**config.mk**
```make
export PLATFORM = sky130hd
export DESIGN_NAME = ecc_syn_fix
export DESIGN_NICKNAME = d
export VERILOG_FILES = /design/src/rtl/ecc_syn_pkg.sv /design/src/rtl/ecc_syn_ctrl.sv /design/src/rtl/ecc_syn_dp.sv /design/src/rtl/ecc_syn_fix.sv
export SDC_FILE = /design/constraint.sdc
export NUM_CORES = 1
export LEC_CHECK = 0
export BUFFER_PORTS_ARGS = -buffer_cell sky130_fd_sc_hd__buf_2
export CELL_PAD_IN_SITES_DETAIL_PLACEMENT = 1
export CELL_PAD_IN_SITES_GLOBAL_PLACEMENT = 1
export CORE_UTILIZATION = 32
export DETAILED_ROUTE_END_ITERATION = 10
export GPL_TIMING_DRIVEN = 0
export PLACE_DENSITY = 0.82
export SETUP_SLACK_MARGIN = 0.2
export SYNTH_ARGS = -nofsm -noshare
export SYNTH_HDL_FRONTEND = slang
export SYNTH_SLANG_ARGS = --single-unit
```
**constraint.sdc**
```tcl
create_clock -name clk -period 0.8 [get_ports clk]
set_input_delay 0.04 -clock clk [delete_from_list [all_inputs] [get_ports clk]]
set_output_delay 0.04 -clock clk [all_outputs]
set_load 0.01 [all_outputs]
```
**src/rtl/ecc_syn_pkg.sv**
```systemverilog
package ecc_syn_pkg;
  localparam int CODE_BYTES  = 3;
  localparam int CODE_W      = 8 * CODE_BYTES;
  localparam int BLOCK_BYTES = 256;
  localparam int ADDR_W      = $clog2(BLOCK_BYTES);
  localparam int LANE_W      = 8;
  localparam int BIT_W       = $clog2(LANE_W);

  typedef enum logic [1:0] {
    ST_CLEAN   = 2'b00,
    ST_DATAFIX = 2'b01,
    ST_CODEFIX = 2'b10,
    ST_FATAL   = 2'b11
  } statusT;

  typedef struct packed {
    logic load;
    logic pulse;
  } ctrlT;
endpackage

```
**src/rtl/ecc_syn_ctrl.sv**
```systemverilog
module ecc_syn_ctrl
  import ecc_syn_pkg::*;
(
  input  logic clk,
  input  logic rstN,
  input  logic checkStb,
  output ctrlT ctrl
);
  logic pendQ;

  always_ff @(posedge clk or negedge rstN) begin
    if (!rstN) pendQ <= 1'b0;
    else       pendQ <= checkStb;
  end

  always_comb begin
    ctrl.load  = checkStb;
    ctrl.pulse = pendQ;
  end

  AST_PULSE_AFTER_STB: assert property (@(posedge clk) disable iff (!rstN)
    checkStb |=> ctrl.pulse);
  AST_NO_STRAY_PULSE: assert property (@(posedge clk) disable iff (!rstN)
    !checkStb |=> !ctrl.pulse);
endmodule

```
**src/rtl/ecc_syn_dp.sv**
```systemverilog
module ecc_syn_dp
  import ecc_syn_pkg::*;
(
  input  logic              clk,
  input  logic              rstN,
  input  ctrlT              ctrl,
  input  logic [CODE_W-1:0] calcEcc,
  input  logic [CODE_W-1:0] readEcc,
  output statusT            status,
  output logic [ADDR_W-1:0] errByte,
  output logic [BIT_W-1:0]  errBit,
  output logic [LANE_W-1:0] errMask
);
  localparam int PAIRS = LANE_W / 2;

  logic [CODE_W-1:0] synd;
  logic [PAIRS-1:0]  pairOk [CODE_BYTES];
  logic              dataErr, singleBit;
  logic [ADDR_W-1:0] addrNext;
  logic [BIT_W-1:0]  bitNext;
  statusT            statusNext;

  assign synd = calcEcc ^ readEcc;

  for (genvar b = 0; b < CODE_BYTES; b++) begin : gByte
    for (genvar p = 0; p < PAIRS; p++) begin : gPair
      assign pairOk[b][p] = synd[8*b + 2*p + 1] ^ synd[8*b + 2*p];
    end
  end

  // last code byte leaves its lowest pair unconstrained
  assign dataErr = (&pairOk[0]) & (&pairOk[1]) & (&pairOk[2][PAIRS-1:1]);

  for (genvar i = 0; i < PAIRS; i++) begin : gAddr
    assign addrNext[ADDR_W-1-i]     = synd[LANE_W-1-2*i];
    assign addrNext[ADDR_W-1-PAIRS-i] = synd[8 + LANE_W-1-2*i];
  end

  for (genvar i = 0; i < BIT_W; i++) begin : gBit
    assign bitNext[BIT_W-1-i] = synd[16 + LANE_W-1-2*i];
  end

  assign singleBit = (synd != '0) && ((synd & (synd - 1'b1)) == '0);

  always_comb begin
    if (synd == '0)     statusNext = ST_CLEAN;
    else if (dataErr)   statusNext = ST_DATAFIX;
    else if (singleBit) statusNext = ST_CODEFIX;
    else                statusNext = ST_FATAL;
  end

  always_ff @(posedge clk or negedge rstN) begin
    if (!rstN) begin
      status  <= ST_CLEAN;
      errByte <= '0;
      errBit  <= '0;
      errMask <= '0;
    end else if (ctrl.load) begin
      status <= statusNext;
      if (statusNext == ST_DATAFIX) begin
        errByte <= addrNext;
        errBit  <= bitNext;
        errMask <= LANE_W'(1) << bitNext;
      end else begin
        errByte <= '0;
        errBit  <= '0;
        errMask <= '0;
      end
    end
  end

  AST_CLEAN_ON_MATCH: assert property (@(posedge clk) disable iff (!rstN)
    (ctrl.load && calcEcc == readEcc) |=> status == ST_CLEAN);
  AST_MASK_ONEHOT: assert property (@(posedge clk) disable iff (!rstN)
    (status == ST_DATAFIX) |-> ($onehot(errMask) && errMask[errBit]));
  AST_ONE_BIT_NOT_FATAL: assert property (@(posedge clk) disable iff (!rstN)
    (ctrl.load && $countones(calcEcc ^ readEcc) == 1) |=> status != ST_FATAL);
  AST_HOLD_IDLE: assert property (@(posedge clk) disable iff (!rstN)
    !ctrl.load |=> ($stable(status) && $stable(errByte) && $stable(errMask)));
  AST_LOC_ZERO: assert property (@(posedge clk) disable iff (!rstN)
    (status != ST_DATAFIX) |-> (errByte == '0 && errBit == '0 && errMask == '0));
endmodule

```
**src/rtl/ecc_syn_fix.sv**
```systemverilog
module ecc_syn_fix
  import ecc_syn_pkg::*;
(
  input  logic        clk,
  input  logic        rstN,
  input  logic        checkStb,
  input  logic [23:0] calcEcc,
  input  logic [23:0] readEcc,
  output logic        resValid,
  output logic [1:0]  resStatus,
  output logic [7:0]  errByte,
  output logic [2:0]  errBit,
  output logic [7:0]  errMask
);
  ctrlT   ctrl;
  statusT status;

  ecc_syn_ctrl uCtrl (
    .clk(clk), .rstN(rstN), .checkStb(checkStb), .ctrl(ctrl)
  );

  ecc_syn_dp uDp (
    .clk(clk), .rstN(rstN), .ctrl(ctrl),
    .calcEcc(calcEcc), .readEcc(readEcc),
    .status(status), .errByte(errByte), .errBit(errBit), .errMask(errMask)
  );

  assign resValid  = ctrl.pulse;
  assign resStatus = status;
endmodule

```
======== Word level (Yosys, flattened, before mapping) ========
Index checks and enable logic that the tools add are counted.
operators by class
  $add $sub $neg .......................... 1
  multipliers ............................. 0
  div/mod/pow operators ................... 0
  $lt $le $gt $ge ......................... 0
  equality and inequality tests ........... 1
  shifts and indexed selects .............. 1
  muxes and demuxes ....................... 6
  bitwise gates (word level) .............. 15
  reductions and logical operators ........ 7
operators by type and width
  cell                     number
  $logic_not A24 Y1        2
  $and A24 B24 Y24         1
  $reduce_bool A24 Y1      1
  $sub A24 B1 Y24 const B  1
  $xor A24 B24 Y24         1
  $mux W8                  2
  $xor A1 B1 Y1            11
  $reduce_and A4 Y1        2
  $shl A1 B3 Y8 const A    1
  $mux W2                  2
  $mux W3                  1
  $reduce_and A3 Y1        1
  $and A1 B1 Y1            2
  $eq A2 B1 Y1 const B     1
  $logic_and A1 B1 Y1      1
  $mux W1                  1
word-level totals
  bits in registers ....................... 22
  bits in latches ......................... 0
  RAM bits ................................ 0
  bits in read-only memories .............. 0
  bits of input ports ..................... 51
  output and inout port bits .............. 22
  word-level logic and storage cells ...... 36
  memories kept ........................... 0

======== Logic depth before layout (Yosys ltp) ========
Gate-level depths: netlist (run 1).
  depth in word-level cells ............... 10
  depth in mapped cells ................... 10

======== Hierarchy ========
From an unflattened synthesis (run 1), not the netlist that was laid out.
second synthesis, totals
  cells, all modules ...................... 205
  area total of the unflattened synthesis .. 1834.3 µm²
modules (own cells, without submodules)
  module        instances  cells each  area each (µm²)  sequential area each (µm²)
  ecc_syn_dp    1          202         1794.2           525.5
  ecc_syn_ctrl  1          3           40.0             25.0

======== Worst setup path after synthesis (run 1) ========
No wires, ideal clock.
  path type ............................... input-to-reg
  from .................................... in readEcc[2]
  to ...................................... reg uDp.errMask[1]
  library setup time ...................... 0.075 ns
  arrival time ............................ 1.991 ns
  required time ........................... 0.725 ns
  setup slack ............................. -1.266 ns
  stages on the path ...................... 8
  buffers on the path ..................... 0
  cells stage by stage .................... xor2_1 -> inv_1 -> ha_1 -> nand4_1 -> or3_1 -> or3_4 -> or2_4 -> o2bb2ai_2
on the way
  longest elaborated chain between the ends .. 10
ends and longest elaborated chain
  what                  line              RTL
  start, declared       ecc_syn_fix.sv:8  input logic [23:0] readEcc,
  $xor A24 B24 Y24 *    ecc_syn_dp.sv:23  assign synd = calcEcc ^ readEcc;
  $sub A24 B1 Y24       ecc_syn_dp.sv:43  assign singleBit = (synd != '0) && ((synd & (synd - 1'b1)) == '0);
  $and A24 B24 Y24      ecc_syn_dp.sv:43
  $logic_not A24 Y1     ecc_syn_dp.sv:43
  $logic_and A1 B1 Y1   ecc_syn_dp.sv:43
  $mux W1               ecc_syn_dp.sv:48  else if (singleBit) statusNext = ST_CODEFIX;
  $mux W2               ecc_syn_dp.sv:47  else if (dataErr) statusNext = ST_DATAFIX;
  $mux W2 *             ecc_syn_dp.sv:46  if (synd == '0) statusNext = ST_CLEAN;
  $eq A2 B1 Y1 *        ecc_syn_dp.sv:60  if (statusNext == ST_DATAFIX) begin
  $mux W8 *             ecc_syn_dp.sv:60
  end signal, assigned  ecc_syn_dp.sv:63  errMask <= LANE_W'(1) << bitNext;
  end, declared         ecc_syn_dp.sv:12  output logic [LANE_W-1:0] errMask
Every way passes the cells marked *; elsewhere a longest branch is shown, timed or not.
A chain may end at the register's enable or synchronous reset.

======== Worst setup path in the final report (run 1) ========
  from .................................... in readEcc[1]
  to ...................................... reg uDp.status[0]
on the way
  longest elaborated chain between the ends .. 8
ends and longest elaborated chain
  what                  line              RTL
  $xor A24 B24 Y24 *    ecc_syn_dp.sv:23
  $sub A24 B1 Y24       ecc_syn_dp.sv:43
  $and A24 B24 Y24      ecc_syn_dp.sv:43
  $logic_not A24 Y1     ecc_syn_dp.sv:43
  $logic_and A1 B1 Y1   ecc_syn_dp.sv:43
  $mux W1               ecc_syn_dp.sv:48
  $mux W2               ecc_syn_dp.sv:47
  $mux W2 *             ecc_syn_dp.sv:46
  end signal, assigned  ecc_syn_dp.sv:59  status <= statusNext;
  end, declared         ecc_syn_dp.sv:9   output statusT status,
Marks and branches as above.

==> qor.yml, run 1 <==
vias: 2001
path_max_fanout: 4
p_sw_share_pct: 36.6
synth_ff_type: "dfrtp_1"
fillers: 549
power.sequential.fraction_pct: 32.1
cts_hold_buf: 1
outcome: "finished with violations"
ys_top_cells_by_area: "dfrtp_1, ha_1, o2bb2ai_1"
fin_crit_sh_pct: 265
dpl.hpwl_mm: 4.45
syn_area_sq_mm: 0.00176
slew_violations: 0
layout_setup_ws_ns: -1.32
p_int_uw: 2230
worstPathCellList: "buf_4 -> xnor2_4 -> inv_2 -> ha_1 -> o21bai_1 -> or4_1 -> nor4_2 -> o2111ai_1 -> nor4_1 -> a21oi_1"
seq_area_sq_um: 551
cts_made_buffers: 3
start_kind: "input port"
period_minus_slack_ns: 2.12
avgViaCountPerCell: 5.44
syn_inst: 179
layout_common_cells: "buf_2, buf_4, dfrtp_1"
die_x_um: 76.2
rsz0062_at_grt: "true"
avgRoutedWirePerCell_um: 22.0
cts_tree: "built"
synth_top_family_by_area: "compound AO/OA/AOI/OAI gates"
grt_pass1_vias: 2188
grt_pass1_wl_mm: 10.7
power.density_mw_per_mm2: 1080
violations: "hold timing, setup timing"
synthXorXnorAreaFrac_pct: 14.6
core_region_area_sq_mm: 0.00520
critPathCaptureType: "register"
cap_viol_max_count: 0
combPwrFrac_pct: 45.1
ctsHtreeMaxLevel: 1
cts.sinks: 22
rows: 26
crit_slowest_cell: "or4_1"
clock_skew_ns: 0
hold_slack_ns: -0.271
worst_pin_slew_ns: 1.01
final_cell_area_sq_mm: 0.00326
grt_usage_pct: 23.2
setup_tns_ns: -22.40
n_antenna_cell: 0
multi_input_area_sq_mm: 0.00171
synthAdderAreaFrac_pct: 9.24
cts_buffer_depth: 2
placed_cell_area_sq_mm: 0.00242
synth.area.mux_share_pct: 0
ioPinCount: 73
drt-total-wl_mm: 8.09
ys_seq_area_share_pct: 31.3
overflow: 0
slowest_delay_ns: 0.50
finalHoldViolCount: 22
synth_compound_area_share_pct: 24.4
synth_top_area_share_pct: 31.3
finalSetupViolations: 43
final_common_cell: "buf_2"
critical_path_arrival_ns: 2.25
ys_types: 43
dr.pass1.iters: 4
min_path_type: "input port to asynchronous set/reset pin"
syn_area_per_cell_sq_um: 9.83
fmax_ghz: 0.472
ant_nets: 0
drt_iter0_drc: 89
ys_warn_count: 0
syn-num-nets: 243
clock-root-buffer: "clkbuf_8"
start_util_pct: 33.8
yosys.area.top_type: "dfrtp_1"
antenna_found_initial: 0
max_slew_margin_pct: 32.8
drc_errors: 0
synth_edf_count: 0
power_frac_clock_pct: 22.8
grt_max_degree: 23
power_leakage_uw: 0.00148
p_switching_uw: 1290
drive_gt1_share_pct: 63.1
ys_async_sr_fraction_pct: 100
gp_congestion: 0.918
synthSimpleGateAreaFrac_pct: 15.8
io_buffer_count: 72
fin_nets: 363
worstPathRequired_ns: 0.93
area_growth_pct: 85.4
die_h_um: 76.2
clock_latency_ns: 0.26
clk_pin_slew_ns: 0.08
worstSetupPathType: "input port to register"
vdd_drop_max_mv: 1.55
die_area_sq_mm: 0.00580
ys_seq_elements: 22
## logic make-up (layout without fill, tap and decap cells)
| kind of cell | after synthesis | in the layout |
|---|---|---|
| AOI/OAI and AO/OA | 53 | 53 |
| and+or+nand+nor | 44 | 44 |
| xor gates and xnor gates | 25 | 25 |
| DFF | 22 | 22 |
| buffers and inverters | 22 | 141 |
| adders and majority gates | 13 | 13 |
## cell usage after synthesis, types with 4 or more instances
master / number
o21ai_0: 7
nor4_1: 4
o2bb2ai_2: 4
inv_1: 16
dfrtp_1: 22
nand3_1: 4
ha_1: 13
nand2_1: 10
nor2_1: 5
a21oi_1: 7
o2bb2ai_1: 15
xnor2_1: 8
xor2_1: 12
## layout make-up
| cell class | count | share of cell area, % |
|---|---|---|
| Multi-Input combinational cell | 135 | 52.4 |
| Timing Repair Buffer | 115 | 23.3 |
| Sequential cell | 22 | 16.9 |
| Tap cell | 70 | 2.68 |
| Inverter | 19 | 2.41 |
| Clock buffer | 4 | 1.69 |
| Buffer | 3 | 0.690 |
## power by group through the flow
stage / clock, uW / sequential, uW / combinational (uW)
after floorplan: 0 / 1150 / 647
after global placement: 0 / 1150 / 1060
after detailed placement: 0 / 1150 / 1080
after CTS: 790 / 1130 / 1340
after global routing: 851 / 1130 / 1680
final: 801 / 1130 / 1590
## final timing paths
check / start / to / slack (ns) / cells past startpoint
setup / recovery: readEcc[1] / uDp.status[0] / -1.32 / 10
hold / removal: rstN / uDp.errMask[5] / -0.27 / 1
setup reg to reg: uDp.status[0] / uDp.status[0] / -0.02 / 2
hold reg to reg: uDp.errByte[2] / uDp.errByte[2] / 0.56 / 1
max in group asynchronous: rstN / uDp.errByte[6] / 0.73 / 1
min in group clk: checkStb / uDp.errBit[1] / 0.06 / 2
## critical path: cells and delay by family
family	cells	cell delay, ns
XOR/XNOR	1	0.23
buffers and inverters	2	0.21
AO/OA/AOI/OAI	3	0.52
AND/OR/NAND/NOR	3	1.05
adder cells (fa/ha/maj)	1	0.19
## flip-flops by register name, indices dropped and copies added, names as in the netlist
name / cells
uDp.errBit: 3
uDp.status: 2
uDp.errByte: 8
uCtrl.pendQ: 1
uDp.errMask: 8
## timing repair
item | CTS | global route
cloned | 1 | 0
resized for setup | 39 | 24
endpoints found under the hold margin | 23 | 22
buffers inserted | 32 | 9
pin swaps | 13 | 3
setup endpoints to repair | 43 | 43
## per-stage QoR
stage | hold slack, ns | utilization (%) | setup WS, ns | instances | power [uW]
after CTS | -0.252 | 57.1 | -1.06 | 359 | 3260
after global placement | 0.0238 | 46.5 | -1.39 | 321 | 2210
after floorplan | -0.256 | - | -0.971 | 179 | 1800
after global routing | -0.230 | 62.7 | -1.38 | 368 | 3660
after detailed placement | 0.0288 | 46.5 | -1.42 | 321 | 2230
final | -0.271 | 62.7 | -1.32 | 368 | 3520
## per-layer routing
layer / wire length (um) / part of all wire, % / GRT usage, %
met2: 4450 / 55 / 43.5
met5: 0 / 0 / 0
met3: 432 / 5.3 / 2.99
met1: 3030 / 37 / 26.6
met4: 173 / 2.1 / 8.85
Power figures use the tool's default switching activity.
==> run 2: changes to the inputs <==
==> constraint.sdc (replaced) <==
create_clock -name clk -period 0.8 [get_ports clk]
set_input_delay 0.16 -clock clk [delete_from_list [all_inputs] [get_ports clk]]
set_output_delay 0.16 -clock clk [all_outputs]
set_load 0.01 [all_outputs]
==> run 2 against run 1 <==
The run still ends with hold timing, setup timing left. Sequential cell count is the same. Register-to-register slack lost 0.11 ns. Cell area shrank 4.6%. Die area unchanged. Worst setup slack improved by 0.060 ns. Via count fell by 1.2%. Maximum frequency up 2.9%. Critical path type unchanged.
==> qor.yml, run 2 (synthesis gave the netlist of run 1 again) <==
n_antenna_cell: 0  # unchanged
clock-root-buffer: "clkbuf_8"
combPwrFrac_pct: 42.9  # -2.2 points
worstSetupPathType: "input port to register"
cap_viol_max_count: 0  # unchanged
die_area_sq_mm: 0.00580  # unchanged
overflow: 0  # unchanged
clock_skew_ns: 0  # unchanged
met2_length_mm: 3.81  # -14%
drt-total-wl_mm: 7.10  # -12%
hold_slack_ns: -0.139  # +0.132 ns
cts_tree: "built"
m1WireLength_mm: 2.88  # -5.0%
avgRoutedWirePerCell_um: 19.2  # -12%
grt_pass1_vias: 2182  # -0.27%
vias: 1977  # -1.2%
power_frac_clock_pct: 23.7  # +0.9 points
power_leakage_uw: 0.00144  # -2.8%
drc_errors: 0  # unchanged
die_x_um: 76.2  # unchanged
cts.sinks: 22  # unchanged
route.met3.wl_um: 240  # -44%
ctsHtreeMaxLevel: 1  # unchanged
drt_iter0_drc: 53  # -40%
reg_top3: "uDp.errByte x8, uDp.errMask x8, uDp.errBit x3"
p_switching_uw: 1200  # -7.1%
grt_usage_pct: 23.8  # +0.66 points
final_cell_area_sq_mm: 0.00312  # -4.6%
routed.top_layer: "met4"
area_growth_pct: 77.0
grt_pass1_wl_mm: 10.9  # +1.9%
worstPathRequired_ns: 0.94  # about the same
rsz0062_at_grt: "true"
vdd_drop_max_mv: 1.15  # -26%
dpl.hpwl_mm: 4.45  # unchanged
utilization_pct: 59.9  # -2.9 points
finalSetupViolations: 43  # unchanged
cts_buffer_depth: 2  # unchanged
slew_violations: 0  # unchanged
rows: 26  # unchanged
io_buffer_count: 72  # unchanged
dr.pass1.iters: 4  # unchanged
power.sequential.fraction_pct: 33.4  # +1.3 points
antenna_found_initial: 0  # unchanged
violations: "hold timing, setup timing"
gp_congestion: 0.918  # unchanged
die_h_um: 76.2  # unchanged
outcome: "finished with violations"
drive_gt1_share_pct: 63.9  # +0.79 points
p_sw_share_pct: 35.5  # -1.2 points
placed_cell_area_sq_mm: 0.00242  # unchanged
finalHoldViolCount: 22  # unchanged
fin_crit_sh_pct: 257  # -7.4 points
p_int_uw: 2180  # -2.3%
layout_setup_ws_ns: -1.26  # +0.0596 ns
grt_max_degree: 23  # unchanged
layout_common_cells: "buf_2, buf_4, dfrtp_1"
power.density_mw_per_mm2: 1080  # +0.51%
cts_made_buffers: 3  # unchanged
clk_pin_slew_ns: 0.08  # about the same
clock_latency_ns: 0.26  # about the same
min_path_type: "input port to asynchronous set/reset pin"
critPathCaptureType: "register"
start_kind: "input port"
start_util_pct: 33.8  # unchanged
max_slew_margin_pct: 49.9  # +17 points
fmax_ghz: 0.486  # +2.9%
ant_nets: 0  # unchanged
worst_pin_slew_ns: 0.751  # -0.258 ns
avgViaCountPerCell: 5.36  # -1.5%
period_minus_slack_ns: 2.06  # -0.0596 ns
fin_nets: 364  # +0.28%
final_common_cell: "buf_2"
ioPinCount: 73  # unchanged
core_region_area_sq_mm: 0.00520  # unchanged
path_max_fanout: 5  # +1
critical_path_arrival_ns: 2.20  # -0.05 ns
run 2: cell count changes in the layout (fill, tap and decap cells not counted), moves of 2 or more:
| cell | before | now |
|---|---|---|
| o2bb2ai_2 | 9 | 17 |
| buf_4 | 42 | 45 |
| inv_2 | 10 | 12 |
| nor4_2 | 1 | 3 |
| xnor2_4 | 6 | 3 |
| inv_4 | 3 | 1 |
| o2bb2ai_4 | 8 | 0 |
| xnor2_2 | 3 | 6 |
run 2: area by class of cell:
cell class | count | area (sq um)
Fill cell | 581 | 2090
Multi-Input combinational cell | 135 | 1570
Sequential cell | 22 | 551
Inverter | 19 | 73.8
Buffer | 3 | 22.5
Clock buffer | 4 | 55.1
Timing Repair Buffer | 116 | 759
Tap cell | 70 | 87.6
run 2: metrics by stage:
| stage | setup slack, ns | instances | TNS [ns] | total power (uW) |
|---|---|---|---|---|
| after floorplan | -1.09 | 179 | -20.72 | 1800 |
| after global placement | -1.51 | 321 | -28.23 | 2210 |
| after detailed placement | -1.54 | 321 | -29.01 | 2230 |
| after CTS | -1.18 | 359 | -24.35 | 3260 |
| after global routing | -1.35 | 369 | -28.48 | 3540 |
| final | -1.26 | 369 | -26.89 | 3370 |
run 2: path summary, 6_finish.rpt:
kind,startpoint,to,slack [ns],cells after the start
worst max-delay path,readEcc[18],uDp.status[0],-1.26,9
worst min-delay path,rstN,uDp.errMask[7],-0.14,1
worst max register to register,uDp.status[0],uDp.status[0],-0.13,3
worst min register to register,uDp.errByte[2],uDp.errByte[2],0.51,1
max in group asynchronous,rstN,uDp.errByte[6],0.57,1
min in group clk,checkStb,uCtrl.pendQ,0.06,1
run 2: power by group through the flow:
| stage | combinational (uW) | sequential (uW) | clock [uW] |
|---|---|---|---|
| after global placement | 1060 | 1150 | 0 |
| final | 1450 | 1130 | 801 |
| after global routing | 1550 | 1130 | 862 |
| after CTS | 1340 | 1130 | 790 |
| after detailed placement | 1080 | 1150 | 0 |
| after floorplan | 647 | 1150 | 0 |
run 2: timing repair:
action	in CTS	in global routing
cloned	1	0
endpoints found under the setup margin	43	43
pin swaps	13	3
hold endpoints to repair	22	22
gates resized for setup	39	12
setup buffers	33	10
run 2: worst max-delay path, cell delays in order:
cell	delay (ns)
buf_2	0.13
xnor2_4	0.27
ha_1	0.23
o22ai_1	0.09
or4_1	0.54
nor4_2	0.23
o2111ai_1	0.19
nor4_2	0.21
a21oi_1	0.14
run 2: per-layer routing:
metal / up-vias / track usage (%)
met5: - / 0
met4: 0 / 8.65
met3: 20 / 2.04
met2: 75 / 44.8
met1: 979 / 28.1
li1: 903 / -
==> run 3: changes to the inputs <==
--- a/config.mk
+++ b/config.mk
@@ -5,14 +5,15 @@
 export SDC_FILE = /design/constraint.sdc
 export NUM_CORES = 1
 export LEC_CHECK = 0
-export BUFFER_PORTS_ARGS = -buffer_cell sky130_fd_sc_hd__buf_2
+export BUFFER_PORTS_ARGS = -buffer_cell sky130_fd_sc_hd__buf_4
 export CELL_PAD_IN_SITES_DETAIL_PLACEMENT = 1
 export CELL_PAD_IN_SITES_GLOBAL_PLACEMENT = 1
 export CORE_UTILIZATION = 32
 export DETAILED_ROUTE_END_ITERATION = 10
 export GPL_TIMING_DRIVEN = 0
-export PLACE_DENSITY = 0.82
+export PLACE_DENSITY = 0.83
 export SETUP_SLACK_MARGIN = 0.2
 export SYNTH_ARGS = -nofsm -noshare
 export SYNTH_HDL_FRONTEND = slang
+export SYNTH_HIERARCHICAL = 1
 export SYNTH_SLANG_ARGS = --single-unit
==> run 3 against run 2 <==
The flow finishes with violations (setup timing). Clock skew did not move. Power rose by 16%. Sequential share of layout area fell by 3.3 points. Die area rose by 4.1%. Non-clock buffer count rose by 21. Clock power fell by 5.0%. Maximum frequency rose by 10%. Register-to-register slack got worse by 0.04 ns. Count of clock-buffer cells in the layout fell by 1. Critical path type unchanged. Largest cell class unchanged. Highest routed layer unchanged.
==> qor.yml, run 3 <==
outcome: "finished with violations"
violations: "setup timing"
clock_skew_ns: 0  # unchanged
ys_warn_count: 6  # +6
ioPinCount: 73  # unchanged
p_total_uw: 3920  # +16%
critPathBufInv: 3  # +2
yosys.area.top_type: "dfrtp_1"
critPathCaptureType: "register"
grt_pass1_wl_mm: 11.2  # +2.4%
synth_top_area_share_pct: 30.0  # -1.3 points
power_frac_clock_pct: 19.4  # -4.3 points
die_x_um: 77.7  # +2.0%
cap_viol_max_count: 0  # unchanged
reg_top3: "uDp/errByte x8, uDp/errMask x8, uDp/errBit x3"
finalHoldViolCount: 0  # -100%
combPwrFrac_pct: 52.1  # +9.2 points
clock-root-buffer: "clkbuf_8"
grt_usage_pct: 24.0  # +0.17 points
drt-total-wl_mm: 9.85  # +39%
synth_ff_type: "dfrtp_1"
min_path_type: "input port to register"
power.density_mw_per_mm2: 1020  # -5.6%
ys_seq_elements: 22  # unchanged
max_slew_margin_pct: 50.9  # +0.95 points
die_h_um: 77.7  # +2.0%
period_minus_slack_ns: 1.87  # -0.193 ns
area_growth_pct: 109
cts_tree: "built"
power_leakage_uw: 0.00166  # +15%
cts.sinks: 22  # unchanged
met3_usage_pct: 1.53  # -0.51 points
worst_pin_slew_ns: 0.737  # -0.0143 ns
cts_made_buffers: 3  # unchanged
path_max_fanout: 5  # unchanged
vias: 2380  # +20%
grtUsageMet1_pct: 29.0  # +0.92 points
fin_nets: 408  # +12%
syn_area_sq_mm: 0.00183  # +4.2%
ys_async_sr_fraction_pct: 100  # unchanged
ys_top_cells_by_area: "dfrtp_1, ha_1, xor2_1"
p_sw_share_pct: 38.3  # +2.9 points
synth_most_common_cell: "inv_1"
drt_iter0_drc: 199  # +280%
layout_common_cells: "buf_4, buf_6, dfrtp_1"
start_util_pct: 33.3  # -0.51 points
vdd_drop_max_mv: 0.854  # -26%
fmax_ghz: 0.536  # +10%
layout_setup_ws_ns: -1.07  # +0.193 ns
drc_errors: 0  # unchanged
slew_violations: 0  # unchanged
power.sequential.fraction_pct: 28.5  # -4.9 points
p_int_uw: 2420  # +11%
ys_types: 44  # +2.3%
ys_seq_area_share_pct: 30.0  # -1.3 points
syn_inst: 205  # +15%
dr.pass1.iters: 4  # unchanged
avgRoutedWirePerCell_um: 23.8  # +24%
setup_tns_ns: -23.23  # +3.66 ns
overflow: 0  # unchanged
drive_gt1_share_pct: 66.4  # +2.5 points
rsz0062_at_grt: "true"
worstPathRequired_ns: 0.97  # +0.03 ns
critical_path.top_delay_family: "simple AND/OR/NAND/NOR gates"
start_kind: "input port"
critical_path_arrival_ns: 2.03  # -0.17 ns
die_area_sq_mm: 0.00604  # +4.1%
antenna_found_initial: 0  # unchanged
syn-num-nets: 269  # +11%
final_common_cell: "buf_4"
ctsHtreeMaxLevel: 1  # unchanged
slowest_delay_ns: 0.31  # -0.23 ns
clock_latency_ns: 0.28  # +0.02 ns
gp_congestion: 0.844  # -8.1%
finalSetupViolations: 43  # unchanged
grt_pass1_vias: 2237  # +2.5%
fin_crit_sh_pct: 233  # -24 points
synth_common_cells: "inv_1, dfrtp_1, nand3_1, xor2_1"
cts_buffer_depth: 2  # unchanged
crit_slowest_cell: "ha_1"
avgViaCountPerCell: 5.75  # +7.3%
clk_pin_slew_ns: 0.09  # about the same
n_antenna_cell: 0  # unchanged
rows: 27  # +3.8%
hold_slack_ns: 0.000904  # +0.140 ns
grt_max_degree: 23  # unchanged
synth_edf_count: 0  # unchanged
dpl.hpwl_mm: 4.54  # +1.9%
gr-usage-met2_pct: 43.8  # -1.0 points
worstSetupPathType: "input port to register"
worstPathCellList: "buf_4 -> xor2_4 -> inv_2 -> ha_1 -> nand4_1 -> buf_6 -> o41a_1 -> nand2_1 -> nor4_4 -> nor2_1"
top_usage_layer: "met2"
ant_nets: 0  # unchanged
syn_area_per_cell_sq_um: 8.95  # -9.0%
io_buffer_count: 72  # unchanged
core_region_area_sq_mm: 0.00551  # +5.8%
p_switching_uw: 1500  # +25%
==> run 3: cell types whose count changed after synthesis, sizes merged, moves of 6 or more <==
| cell | previous run | this run |
|---|---|---|
| nand3 | 4 | 17 |
| inv | 19 | 28 |
| nor2 | 5 | 11 |
| o21ai | 7 | 14 |
| o2bb2ai | 19 | 8 |
==> run 3: what timing repair did <==
action	in CTS	in global routing
endpoints found under the hold margin	22	0
resized for setup	91	43
hold buffers	1	0
buffers inserted	39	22
setup endpoints to repair	43	43
pin swaps	34	23
==> run 3: power groups by stage <==
stage               combinational (uW)  sequential (uW)  clock, uW
floorplan                          673             1140          0
global placement                  1170             1140          0
detailed placement                1190             1140          0
CTS                               1680             1120        680
global route                      2130             1120        788
finish                            2040             1120        761
==> run 3: final timing paths <==
| check | startpoint | cells after the start | endpoint | slack [ns] |
|---|---|---|---|---|
| worst max-delay path | readEcc[13] | 10 | uDp/status[0] | -1.07 |
| worst min-delay path | checkStb | 1 | uCtrl/pendQ | 0.0009 |
| worst max register to register | uDp/errByte[0] | 4 | uDp/errByte[0] | -0.17 |
| worst min register to register | uDp/errMask[6] | 1 | uDp/errMask[6] | 0.53 |
| max in group asynchronous | rstN | 2 | uDp/errBit[0] | 0.24 |
| min in group asynchronous | rstN | 2 | uDp/errBit[2] | 0.33 |
==> run 3: area by class of cell <==
cell class | instances | area, sq um
fill | 569 | 1670
clock buffer | 3 | 41.3
multi-input combinational | 149 | 1810
inverter | 28 | 105
timing repair buffer | 134 | 1190
sequential | 22 | 551
buffer | 6 | 41.3
tap | 72 | 90.1
==> run 3: logic make-up (layout without fill, tap and decap cells) <==
family / Yosys count / in the layout / synth area share (%)
AO/OA/AOI/OAI: 50 / 50 / 19.5
XOR/XNOR: 24 / 24 / 15.8
adder cells (fa/ha/maj): 13 / 13 / 8.87
buffers and inverters: 34 / 171 / 7.43
flip-flops: 22 / 22 / 30.0
multiplexers: 1 / 1 / 0.614
AND/OR/NAND/NOR: 61 / 61 / 17.8
==> run 3: worst register-to-register path, stage by stage (launching register included) <==
cell and delay [ns]:
dfrtp_1 0.41, buf_4 0.15, buf_4 0.13, inv_1 0.06, o21ai_1 0.07
==> run 3: through the flow <==
step	util, %	instances	setup WS (ns)	instance area (sq um)
2_1_floorplan	-	205	-0.872	2030
5_1_grt	69.6	414	-1.20	3830
3_5_place_dp	48.3	349	-1.45	2660
3_3_place_gp	48.3	349	-1.34	2660
4_1_cts	63.2	392	-0.900	3480
6_report	69.6	414	-1.07	3830
==> run 3: metal layers <==
metal	up-vias	part of all wire [%]	wire length, um
li1	999	-	-
met1	1188	39	3830
met2	161	51	5010
met3	32	6.2	612
met4	0	4.0	397
met5	-	0	0
